$ cat config.mk
export PLATFORM = sky130hd
export DESIGN_NAME = trap_unit
export DESIGN_NICKNAME = d
export VERILOG_FILES = /design/src/rtl/trap_pkg.sv /design/src/rtl/trap_decode.sv /design/src/rtl/trap_opsel.sv /design/src/rtl/trap_compare.sv /design/src/rtl/trap_unit.sv
export SDC_FILE = /design/constraint.sdc
export NUM_CORES = 1
export LEC_CHECK = 0
export BUFFER_PORTS_ARGS = -buffer_cell sky130_fd_sc_hd__buf_2
export CORE_MARGIN = 2
export CORE_UTILIZATION = 41
export CTS_BUF_LIST = sky130_fd_sc_hd__clkbuf_8
export DETAILED_ROUTE_END_ITERATION = 8
export MAX_ROUTING_LAYER = met4
export PLACE_DENSITY_LB_ADDON = 0.1
export RECOVER_POWER = 25
export SLEW_MARGIN = 5
export SYNTH_ARGS = -nofsm -noshare
export SYNTH_HDL_FRONTEND = slang
export SYNTH_HIERARCHICAL = 1
export SYNTH_SLANG_ARGS = --single-unit
$ cat constraint.sdc
create_clock -name clk -period 3.75 [get_ports clk]
set_input_delay 0 -clock clk [delete_from_list [all_inputs] [get_ports clk]]
set_output_delay 0 -clock clk [all_outputs]
set_load 0.01 [all_outputs]
$ cat src/rtl/trap_pkg.sv
// Package: shared encodings and types of the conditional trap detector.
// Assumes a 32-bit instruction word with the primary opcode in bits [31:26].
package trap_pkg;
    localparam int INSN_W = 32;
    localparam int IDX_W  = 5;
    localparam int IMM_W  = 16;
    localparam logic [5:0] OPC_TRAP_REG = 6'd31;
    localparam logic [5:0] OPC_TRAP_IMM = 6'd3;
    localparam logic [9:0] XOP_TRAP     = 10'd4;

    typedef enum logic [1:0] {
        FORM_NONE = 2'd0,
        FORM_REG  = 2'd1,
        FORM_IMM  = 2'd2
    } trap_form_e;

    // Field order matches mask bits [25:21] from most to least significant
    typedef struct packed {
        logic slt;
        logic sgt;
        logic eq;
        logic ult;
        logic ugt;
    } rel_vec_t;

    typedef struct packed {
        trap_form_e        form;
        rel_vec_t          mask;
        logic [IDX_W-1:0]  ra;
        logic [IDX_W-1:0]  rb;
        logic [IMM_W-1:0]  imm;
    } trap_fields_t;
endpackage

$ cat src/rtl/trap_decode.sv
// Module: trap_decode
// Splits an instruction word into trap form, condition mask, register
// indices and immediate. Purely combinational. Assumes the reserved low
// bit of the register form carries no meaning.
module trap_decode
    import trap_pkg::*;
(
    input  logic [INSN_W-1:0] insn,
    output trap_fields_t      fields
);
    logic [5:0] opc;
    logic [9:0] xop;

    // Extract the fixed opcode fields
    always_comb begin
        opc = insn[31:26];
        xop = insn[10:1];
    end

    // Classify the word and slice the operand fields
    always_comb begin
        fields.mask = rel_vec_t'(insn[25:21]);
        fields.ra   = insn[20:16];
        fields.rb   = insn[15:11];
        fields.imm  = insn[IMM_W-1:0];
        if (opc == OPC_TRAP_REG && xop == XOP_TRAP)
            fields.form = FORM_REG;
        else if (opc == OPC_TRAP_IMM)
            fields.form = FORM_IMM;
        else
            fields.form = FORM_NONE;
    end
endmodule

$ cat src/rtl/trap_opsel.sv
// Module: trap_opsel
// Picks the second comparison operand: the register value for the
// register form, the sign-extended immediate otherwise. Assumes
// XLEN >= IMM_W.
module trap_opsel
    import trap_pkg::*;
#(
    parameter int XLEN = 32
) (
    input  logic [XLEN-1:0]  reg_val,
    input  logic [IMM_W-1:0] imm,
    input  logic             use_imm,
    output logic [XLEN-1:0]  opnd
);
    localparam int EXT_W = XLEN - IMM_W;

    logic [XLEN-1:0] imm_ext;

    // Replicate the immediate sign bit over the upper operand bits
    generate
        if (EXT_W > 0) begin : g_ext
            always_comb imm_ext = {{EXT_W{imm[IMM_W-1]}}, imm};
        end else begin : g_noext
            always_comb imm_ext = imm[XLEN-1:0];
        end
    endgenerate

    // Select between register operand and extended constant
    always_comb opnd = use_imm ? imm_ext : reg_val;
endmodule

$ cat src/rtl/trap_compare.sv
// Module: trap_compare
// Computes the five relations between a and b from a single shared
// subtractor. Combinational. Assumes two's-complement operands.
module trap_compare
    import trap_pkg::*;
#(
    parameter int XLEN = 32
) (
    input  logic [XLEN-1:0] a,
    input  logic [XLEN-1:0] b,
    output rel_vec_t        rel
);
    localparam int MSB = XLEN - 1;

    logic [XLEN:0] diff;
    logic          borrow;
    logic          same;
    logic          s_less;

    // Shared subtract: the borrow out is the unsigned less-than
    always_comb begin
        diff   = {1'b0, a} - {1'b0, b};
        borrow = diff[XLEN];
        same   = (a == b);
    end

    // Signed less-than: differing signs decide, else the borrow decides
    always_comb s_less = (a[MSB] != b[MSB]) ? a[MSB] : borrow;

    // Assemble the relation vector
    always_comb begin
        rel.slt = s_less;
        rel.sgt = !s_less && !same;
        rel.eq  = same;
        rel.ult = borrow;
        rel.ugt = !borrow && !same;
    end
endmodule

$ cat src/rtl/trap_unit.sv
// Module: trap_unit (top)
// Conditional trap detector. Decodes the register and immediate trap
// forms, compares operands supplied by an external register file in the
// same cycle, and registers a one-cycle decoded pulse, a one-cycle trap
// pulse and the address of the most recent trapping instruction.
// Assumes src_a/src_b are valid in the cycle the indices are driven.
module trap_unit
    import trap_pkg::*;
#(
    parameter int XLEN   = 32,
    parameter int ADDR_W = 32
) (
    input  logic              clk,
    input  logic              rst_n,
    input  logic              insn_valid,
    input  logic [INSN_W-1:0] insn_word,
    input  logic [ADDR_W-1:0] insn_pc,
    input  logic [XLEN-1:0]   src_a,
    input  logic [XLEN-1:0]   src_b,
    output logic [IDX_W-1:0]  rs_a_idx,
    output logic [IDX_W-1:0]  rs_b_idx,
    output logic              insn_decoded,
    output logic              trap_req,
    output logic [ADDR_W-1:0] trap_pc
);
    trap_fields_t    fld;
    logic [XLEN-1:0] opnd_b;
    rel_vec_t        rel;
    logic            is_trap_form;
    logic            cond_hit;
    logic            dec_q;
    logic            trap_q;
    logic [ADDR_W-1:0] pc_q;
    logic            past_ok;

    trap_decode u_decode (
        .insn   (insn_word),
        .fields (fld)
    );

    trap_opsel #(.XLEN(XLEN)) u_opsel (
        .reg_val (src_b),
        .imm     (fld.imm),
        .use_imm (fld.form == FORM_IMM),
        .opnd    (opnd_b)
    );

    trap_compare #(.XLEN(XLEN)) u_compare (
        .a   (src_a),
        .b   (opnd_b),
        .rel (rel)
    );

    // Register indices go straight to the external register file
    always_comb begin
        rs_a_idx = fld.ra;
        rs_b_idx = fld.rb;
    end

    // Mask-selected OR of the relations, gated by a recognised form
    always_comb begin
        is_trap_form = (fld.form != FORM_NONE);
        cond_hit     = is_trap_form && ((fld.mask & rel) != '0);
    end

    // Output pulses, valid only for the cycle after a strobe
    always_ff @(posedge clk) begin
        if (!rst_n) begin
            dec_q  <= 1'b0;
            trap_q <= 1'b0;
        end else begin
            dec_q  <= insn_valid && is_trap_form;
            trap_q <= insn_valid && cond_hit;
        end
    end

    // Capture the address of a trapping instruction
    always_ff @(posedge clk) begin
        if (!rst_n)
            pc_q <= '0;
        else if (insn_valid && cond_hit)
            pc_q <= insn_pc;
    end

    // Marks cycles whose $past lies after reset
    always_ff @(posedge clk) begin
        if (!rst_n) past_ok <= 1'b0;
        else        past_ok <= 1'b1;
    end

    always_comb begin
        insn_decoded = dec_q;
        trap_req     = trap_q;
        trap_pc      = pc_q;
    end


    trap_needs_decode_chk: assert property (@(posedge clk) disable iff (!rst_n)
        trap_req |-> insn_decoded);


    idle_quiet_chk: assert property (@(posedge clk) disable iff (!rst_n)
        (past_ok && !$past(insn_valid)) |-> (!insn_decoded && !trap_req));


    breakpoint_traps_chk: assert property (@(posedge clk) disable iff (!rst_n)
        (insn_valid && insn_word == 32'h7FE0_0008) |=> trap_req);


    zero_mask_quiet_chk: assert property (@(posedge clk) disable iff (!rst_n)
        (insn_valid && insn_word[25:21] == 5'd0) |=> !trap_req);


    pc_hold_chk: assert property (@(posedge clk) disable iff (!rst_n)
        (past_ok && !trap_req) |-> $stable(trap_pc));


    rel_exclusive_chk: assert property (@(posedge clk) disable iff (!rst_n)
        $countones({rel.slt, rel.sgt, rel.eq}) == 1 &&
        $countones({rel.ult, rel.ugt, rel.eq}) == 1);
endmodule

==> impl_table.tex, run 1 <==
\begin{tabular}{lr}
\hline
Metric & Value \\
\hline
\multicolumn{2}{l}{\textbf{Drt}} \\
Number of iterations in the first detailed-routing pass & 4 \\
Antenna-violating nets left & 0 \\
Number of remaining DRC errors & 0 \\
Mean routed wirelength per cell & 12.8 µm \\
Via count of the routed design & 2941 \\
DR iter-0 viols & 66 \\
DR vias/cell & 4.65 \\
Detailed Route WL & between 8 and 9 mm \\
\multicolumn{2}{l}{\textbf{Synthesis}} \\
Top post-synthesis cells by area & dfxtp\_1 23\%, mux2\_4 15\%, ha\_1 14\%, nand2\_1 8.9\%, buf\_4 8.4\% \\
Summed instance area of the synthesized netlist & 0.00294 mm² \\
Count of yosys warnings during synthesis & 6 \\
Count of unique library cells instantiated by Yosys & 42 \\
Post-Syn Nets & 508 \\
Flip-flop and latch count after synthesis & 34 \\
Area leader, netlist & dfxtp\_1 \\
Share of the synthesized area in the top cell type & 23.1\% \\
Avg Cell Area, Syn & 8.53 µm² \\
Cells after synthesis & 345 \\
Sequential element share of the synthesized area & 23.1\% \\
\multicolumn{2}{l}{\textbf{Power and ir drop}} \\
Leak pwr & 0.00223 µW \\
Proportion of power drawn by the clock network & 28.8\% \\
Share of power burned in registers & 39.9\% \\
Internal power summed over all cells & 673 µW \\
Switching Fraction & a little over a quarter \\
Combinational Power Share & between 30\% and 40\% \\
Total power density per cell area & between 200 and 250 mW/mm² \\
Worst IR Drop VDD & 0.140 mV \\
Sw power & between 200 and 250 µW \\
\multicolumn{2}{l}{\textbf{Timing}} \\
Time the final worst path needs with I/O delays and setup & 3830 ps \\
Slew at the pin closest to its max-slew limit & 1030 ps \\
Hold violation count in the final report & 0 \\
Worst Clk Skew & 0 ps \\
Setup WS post-layout & -76.6 ps \\
Hold WS & 0.00333 ps \\
Highest Clock Rate & about 0.26 GHz \\
Period Utilization, post-route & 102\% \\
Final setup fails & 32 \\
Worst rel slew slack & 30.7\% \\
RSZ-0062 raised after global routing & true \\
Final slew viol count & 0 \\
\multicolumn{2}{l}{\textbf{Die}} \\
Core area & $\sim$0.0069 mm² \\
Die Footprint & 0.00787 mm² \\
Row cnt & 30 \\
Starting density of the core & 42.8\% \\
IO Count & 175 \\
Die width & approximately 90 µm \\
Vertical die dimension & between 80 and 90 µm \\
\multicolumn{2}{l}{\textbf{Place}} \\
Half-perimeter wire length of the detailed placement result & 5.78 mm \\
Port bufs & 164 \\
Worst Setup Slack post-DPL & -286 ps \\
RePlAce Congestion & 0.854 \\
Placed cells & 582 \\
Placement Cell Area & 0.00374 mm² \\
\multicolumn{2}{l}{\textbf{Clock network}} \\
H-tree levels & 2 \\
Inserted Clock Buffers & 5 \\
Clock insertion delay at the later pin of the skew report & 270 ps \\
Bufs on Longest Clock Path & 2 \\
CTS tree & yes \\
Number of clock sinks seen by CTS & 34 \\
Buffer cell driving the clock tree root & clkbuf\_8 \\
Clock input transition at the sequential cells of the worst setup and hold paths & 60 ps \\
\multicolumn{2}{l}{\textbf{Global routing}} \\
Number of antenna violations at the first check in global routing & 1 \\
Wire length of the first global-routing pass & 11.4 mm \\
Global-route total usage across every layer & 18.5\% \\
Vias in the first global route & 2686 \\
Largest net degree at the start of global routing & 35 \\
Total global routing overflow & 0 \\
\multicolumn{2}{l}{\textbf{Worst setup path}} \\
Category of the critical setup timing path & primary input to flip-flop \\
Critical Path Max Stage Delay & 540 ps \\
Maximum fanout count along the critical path & 6 \\
Critical path launch point type & primary input \\
Critical Path AT & 4010 ps \\
Cells along the critical path & buf\_6 > or4b\_4 > nor4\_4 > nor2b\_4 > buf\_6 > buf\_12 > mux2\_4 > inv\_2 > ha\_4 > nor2b\_4 > o211ai\_1 > a2111o\_1 > o211ai\_2 > a21oi\_2 > buf\_4 > a31o\_2 > a222oi\_1 > buf\_4 > a21o\_4 > clkbuf\_16 > nand2\_2 > a21oi\_1 \\
Cell type of the slowest stage on the worst timing path & or4b\_4 \\
Data required, critical path & between 3000 and 4000 ps \\
Sort of element at the end of the critical path & flip-flop \\
\multicolumn{2}{l}{\textbf{Layout}} \\
Most common cell after layout, fill and taps aside & buf\_2 \\
Layout area overhead & 51.7\% \\
Count of fill cells added during filler insertion & 618 \\
Total Nets Final & around 700 \\
Fraction of layout instances using a drive strength above 1 & 50.3\% \\
Post-layout instance area & 0.00446 mm² \\
Number of non-filler instances in the completed layout & about 630 \\
Commonest cells after routing, fill and taps aside & 156 x buf\_2, 63 x nand2\_1, 36 x a21oi\_1, 34 x dfxtp\_1 \\
\multicolumn{2}{l}{\textbf{Flow run}} \\
Max-capacitance violation count & 0 \\
\multicolumn{2}{l}{\textbf{Hold path}} \\
Path category of the worst min-delay check & primary input to primary output \\
\multicolumn{2}{l}{\textbf{Run status}} \\
Outcome & finished, violations left \\
Violations in the final reports & setup timing \\
\hline
\end{tabular}
-- layout make-up --
type                    count  area [µm²]  share of cell area [%]
diodes                      1        2.50                  0.0561
flip-flops and latches     34         681                    15.3
repair buffers            231        1560                    35.0
well taps                  96         120                    2.69
multi-input cells         228        1880                    42.2
inverters                  36         135                    3.03
clock buffers               6        82.6                    1.85
-- worst max-delay path: cells and delay by family --
kind	cells	cell delay, ps
AO/OA/AOI/OAI	8	1500
AND/OR/NAND/NOR	5	1150
buffers and inverters	7	920
adder cells (fa/ha/maj)	1	260
multiplexers	1	190
-- sequential cells by signal (all words and copies together) (netlist names) --
name,flops
insn_decoded,1
trap_pc,32
trap_req,1
-- final timing paths --
path	to	depth (start not counted)	slack [ps]	startpoint
worst max-delay path	trap_pc[11]	22	-80	insn_word[8]
worst min-delay path	rs_a_idx[1]	0	0.003	insn_word[17]
worst max register to register	trap_pc[4]	2	3090	trap_pc[4]
worst min register to register	trap_pc[31]	2	450	trap_pc[31]
-- synthesized netlist by cell type --
cell	count
o211ai_2	1
a211oi_1	3
a2111o_1	1
nor4_1	2
a21oi_1	42
nand4_1	7
mux2_4	30
clkbuf_1	3
nand3b_1	2
nor2b_1	3
nor3_1	1
nand3_1	2
a222oi_1	1
nor4b_1	1
nand2b_1	2
nor4_4	1
and2_2	1
o21ai_0	4
nand4_2	1
a21o_1	1
buf_6	4
o211ai_1	2
nor4_2	1
ha_1	32
buf_2	4
buf_12	3
nand2_1	70
inv_1	35
o21ai_1	1
mux2_2	2
a22oi_1	1
a21o_2	1
dfxtp_1	34
clkinv_1	1
nor2_1	3
a221oi_1	1
or4b_1	1
buf_4	33
a311oi_2	1
a21oi_2	4
o22ai_1	1
a31o_2	1
-- what timing repair did --
| item | CTS | global route |
|---|---|---|
| buffers inserted | 0 | 6 |
| resized for setup | 1 | 36 |
| gates cloned | 0 | 5 |
| pin swaps | 0 | 21 |
| hold buffers | 32 | 0 |
| endpoints found under the setup margin | 10 | 32 |
| hold endpoints to repair | 32 | 0 |
-- cell families (layout without fill, tap and decap cells) --
| family | Yosys count | after routing | share of synthesized area [%] |
|---|---|---|---|
| other | 0 | 1 | 0 |
| and+or+nand+nor | 98 | 98 | 15.8 |
| buffers and inverters | 83 | 273 | 17.7 |
| adders and majority gates | 32 | 32 | 13.6 |
| muxes | 32 | 32 | 16.1 |
| DFF | 34 | 34 | 23.1 |
| AOI/OAI and AO/OA | 66 | 66 | 13.7 |
-- power by group through the flow --
stage | Sequential [µW] | Clock (µW) | Combinational (µW)
after global placement | 371 | 0 | 233
final | 363 | 262 | 284
after global routing | 363 | 281 | 314
after detailed placement | 371 | 0 | 238
after CTS | 363 | 270 | 265
after floorplan | 372 | 0 | 153
-- layer usage --
metal / vias up / GRT usage [%] / part of all wire, % / wire, µm
met5: - / - / 0 / 0
met4: 0 / 2.48 / 0.32 / 26
li1: 1523 / - / - / -
met3: 4 / 3.36 / 6.5 / 525
met2: 116 / 32.7 / 49 / 3930
met1: 1298 / 22.5 / 45 / 3600
-- per-stage QoR --
stage / util (%) / TNS, ps / total power [µW]
finish: 65.0 / -1410 / 909
global route: 65.0 / -7300 / 958
CTS: 60.4 / 0 / 898
detailed placement: 54.4 / -8510 / 609
global placement: 54.4 / -6210 / 604
floorplan: - / 0 / 525
Power figures use the tool's default switching activity.
==> run 2: changes to the inputs <==
--- a/config.mk
+++ b/config.mk
@@ -13,6 +13,7 @@
 export MAX_ROUTING_LAYER = met4
 export PLACE_DENSITY_LB_ADDON = 0.1
 export RECOVER_POWER = 25
+export REMOVE_ABC_BUFFERS = 1
 export SLEW_MARGIN = 5
 export SYNTH_ARGS = -nofsm -noshare
 export SYNTH_HDL_FRONTEND = slang
==> run 2 against run 1 <==
  * The run now ends clean
  * Combinational power barely moved
  * Cell count shrank 0.16%
  * Flip-flop and latch count unchanged
  * Sequential power hardly changed
  * First-iteration DRC count is 7.6% lower
  * Sequential share of layout area rose by 0.22 points
  * Clock-buffer cell count stayed put
  * Register-to-register slack gained 20 ps
  * Clock skew unchanged
  * Largest cell class unchanged
  * Largest power group unchanged
==> impl_table.tex, run 2 (same netlist as run 1, synthesis figures left out) <==
\begin{tabular}{lr}
\hline
Metric & Value \\
\hline
\multicolumn{2}{l}{\textbf{Worst setup path}} \\
Data required, critical path & 3920 ps (about the same) \\
Origin of the critical flop-to-flop path & trap\_pc[3] \\
Category of the critical setup timing path & primary input to flip-flop \\
Critical Path AT & 3900 ps (-110 ps) \\
Sort of element at the end of the critical path & flip-flop \\
Worst reg2reg endpoint & trap\_pc[3] \\
Minimum setup slack among reg-to-reg paths & 3110 ps (+20 ps) \\
Critical Path Max Stage Delay & 540 ps (about the same) \\
Cell type of the slowest stage on the worst timing path & or4b\_4 \\
Maximum fanout count along the critical path & 12 (+6) \\
Register-to-Register Path Depth & 2 (unchanged) \\
Critical path launch point type & primary input \\
Cells along the critical path & buf\_2 > or4b\_4 > nor4\_4 > buf\_4 > nor2b\_4 > buf\_12 > mux2\_4 > inv\_2 > ha\_4 > a211oi\_2 > o22ai\_1 > nor4\_1 > a21oi\_1 > a21oi\_2 > a21oi\_2 > a222oi\_1 > buf\_4 > a21o\_4 > buf\_12 > nand2\_1 > a21oi\_1 \\
\multicolumn{2}{l}{\textbf{Clock network}} \\
Buffer cell driving the clock tree root & clkbuf\_8 \\
Bufs on Longest Clock Path & 2 (unchanged) \\
Number of clock sinks seen by CTS & 34 (unchanged) \\
CTS tree & yes \\
Clock input transition at the sequential cells of the worst setup and hold paths & 70 ps (about the same) \\
Clock insertion delay at the later pin of the skew report & 280 ps (about the same) \\
Inserted Clock Buffers & 5 (unchanged) \\
H-tree levels & 2 (unchanged) \\
\multicolumn{2}{l}{\textbf{Place}} \\
Placed cells & 580 (-0.34\%) \\
RePlAce Congestion & 0.769 (-10\%) \\
Half-perimeter wire length of the detailed placement result & 5.76 mm (-0.39\%) \\
Port bufs & 164 (unchanged) \\
\multicolumn{2}{l}{\textbf{Timing}} \\
Worst rel slew slack & 31.2\% (+0.47 points) \\
Worst Clk Skew & 0 ps (unchanged) \\
Highest Clock Rate & 0.269 GHz (+2.8\%) \\
Final total negative setup slack & 0 ps (+1410 ps) \\
Period Utilization, post-route & 99.3\% (-2.7 points) \\
Slew at the pin closest to its max-slew limit & 1030 ps (-6.93 ps) \\
Hold WS & 0.0718 ps (+0.0685 ps) \\
Final setup fails & 0 (-100\%) \\
RSZ-0062 raised after global routing & true \\
Time the final worst path needs with I/O delays and setup & 3720 ps (-103 ps) \\
Final slew viol count & 0 (unchanged) \\
Hold violation count in the final report & 0 (unchanged) \\
\multicolumn{2}{l}{\textbf{Drt}} \\
Number of remaining DRC errors & 0 (unchanged) \\
Via count of the routed design & 2959 (+0.61\%) \\
DR vias/cell & 4.69 (+0.77\%) \\
Mean routed wirelength per cell & 12.9 µm (+0.73\%) \\
Detailed Route WL & 8.13 mm (+0.57\%) \\
DR iter-0 viols & 61 (-7.6\%) \\
Antenna-violating nets left & 0 (unchanged) \\
Number of iterations in the first detailed-routing pass & 4 (unchanged) \\
\multicolumn{2}{l}{\textbf{Die}} \\
Die Footprint & 0.00787 mm² (unchanged) \\
IO Count & 175 (unchanged) \\
Starting density of the core & 42.8\% (unchanged) \\
Die width & 88.7 µm (unchanged) \\
Core area & 0.00687 mm² (unchanged) \\
Row cnt & 30 (unchanged) \\
Vertical die dimension & 88.7 µm (unchanged) \\
\multicolumn{2}{l}{\textbf{Run status}} \\
Outcome & finished clean \\
\multicolumn{2}{l}{\textbf{Layout}} \\
Commonest cells after routing, fill and taps aside & 158 x buf\_2, 69 x nand2\_1, 34 x a21oi\_1, 34 x dfxtp\_1, 33 x inv\_1 \\
Total Nets Final & 698 (-0.14\%) \\
Number of inserted diodes & 0 (-1) \\
Most common cell after layout, fill and taps aside & buf\_2 \\
Fraction of layout instances using a drive strength above 1 & 49.5\% (-0.75 points) \\
Number of non-filler instances in the completed layout & 631 (-0.16\%) \\
Layout area overhead & 49.6\% \\
Count of fill cells added during filler insertion & 620 (+0.32\%) \\
Largest register FFs & 32 (unchanged) \\
Final core utilization & 64.1\% (-0.91 points) \\
\multicolumn{2}{l}{\textbf{Global routing}} \\
Global-route total usage across every layer & 19.2\% (+0.67 points) \\
Largest net degree at the start of global routing & 35 (unchanged) \\
Vias in the first global route & 2734 (+1.8\%) \\
Total global routing overflow & 0 (unchanged) \\
Wire length of the first global-routing pass & 11.7 mm (+2.4\%) \\
Number of antenna violations at the first check in global routing & 0 (-1) \\
\multicolumn{2}{l}{\textbf{Power and ir drop}} \\
Total power density per cell area & 224 mW/mm² (+9.8\%) \\
Worst IR Drop VDD & 0.151 mV (+7.6\%) \\
Leak pwr & 0.00221 µW (-0.72\%) \\
\multicolumn{2}{l}{\textbf{Flow run}} \\
Max-capacitance violation count & 0 (unchanged) \\
\multicolumn{2}{l}{\textbf{Hold path}} \\
Worst hold path depth & 0 (unchanged) \\
Hold Crit Endpoint & rs\_a\_idx[1] \\
Origin of the worst min-delay path & insn\_word[17] \\
Path category of the worst min-delay check & primary input to primary output \\
\hline
\end{tabular}
==> run 2: cell count changes in the layout (fill, tap and decap cells not counted), sizes merged <==
cell    before  now
clkbuf      16   14
bufinv       0    1
diode        1    0
nor2b        3    4
==> run 2: worst max-delay path by stage <==
stage,start,endpoint,cells past startpoint
after global placement,insn_word[31],trap_pc[12],20
after CTS,insn_word[8],trap_pc[22],20
after detailed placement,insn_word[31],trap_pc[25],20
final,insn_word[8],trap_pc[3],21
after global routing,insn_word[8],trap_pc[14],21
after floorplan,insn_word[31],trap_pc[17],16
==> run 2: through the flow <==
stage	setup WS, ps	power [µW]	area (µm²)
3_3_place_gp	-337	604	3700
6_report	26.4	984	4400
4_1_cts	22.3	978	4190
2_1_floorplan	-2320	492	2560
3_5_place_dp	-443	609	3700
5_1_grt	-207	1040	4400
==> run 2: what timing repair did <==
| item | CTS | global route |
|---|---|---|
| gates resized for setup | 4 | 23 |
| hold endpoints to repair | 32 | 0 |
| setup buffers | 2 | 7 |
| gates cloned | 1 | 3 |
| endpoints found under the setup margin | 32 | 32 |
| pin swaps | 1 | 32 |
| hold buffers | 32 | 0 |
==> run 2: area by class of cell <==
type / count / area [µm²] / area share [%]
multi-input combinational: 229 / 1870 / 42.6
timing repair buffer: 229 / 1480 / 33.6
sequential: 34 / 681 / 15.5
inverter: 36 / 135 / 3.07
tap: 96 / 120 / 2.73
clock buffer: 6 / 82.6 / 1.88
clock inverter: 1 / 30.0 / 0.682
==> run 2: routing by layer <==
metal	global-route usage [%]	routed length, µm	vias to the layer above
met5	-	0	-
met4	1.93	31	0
met1	22.8	3500	1325
met2	34.1	4060	109
met3	4.57	534	4
li1	-	-	1521
==> run 2: power by group <==
group,switching [µW],total (µW),internal (µW)
registers,0.578,363,362
logic,116,284,167
clock network,125,338,213
==> run 2: worst max-delay path, delay by kind of cell <==
| kind | cells | cell delay (ps) |
|---|---|---|
| compound gates | 8 | 1460 |
| fa+ha+maj | 1 | 190 |
| buf+inv | 6 | 810 |
| mux | 1 | 300 |
| simple gates | 5 | 1140 |
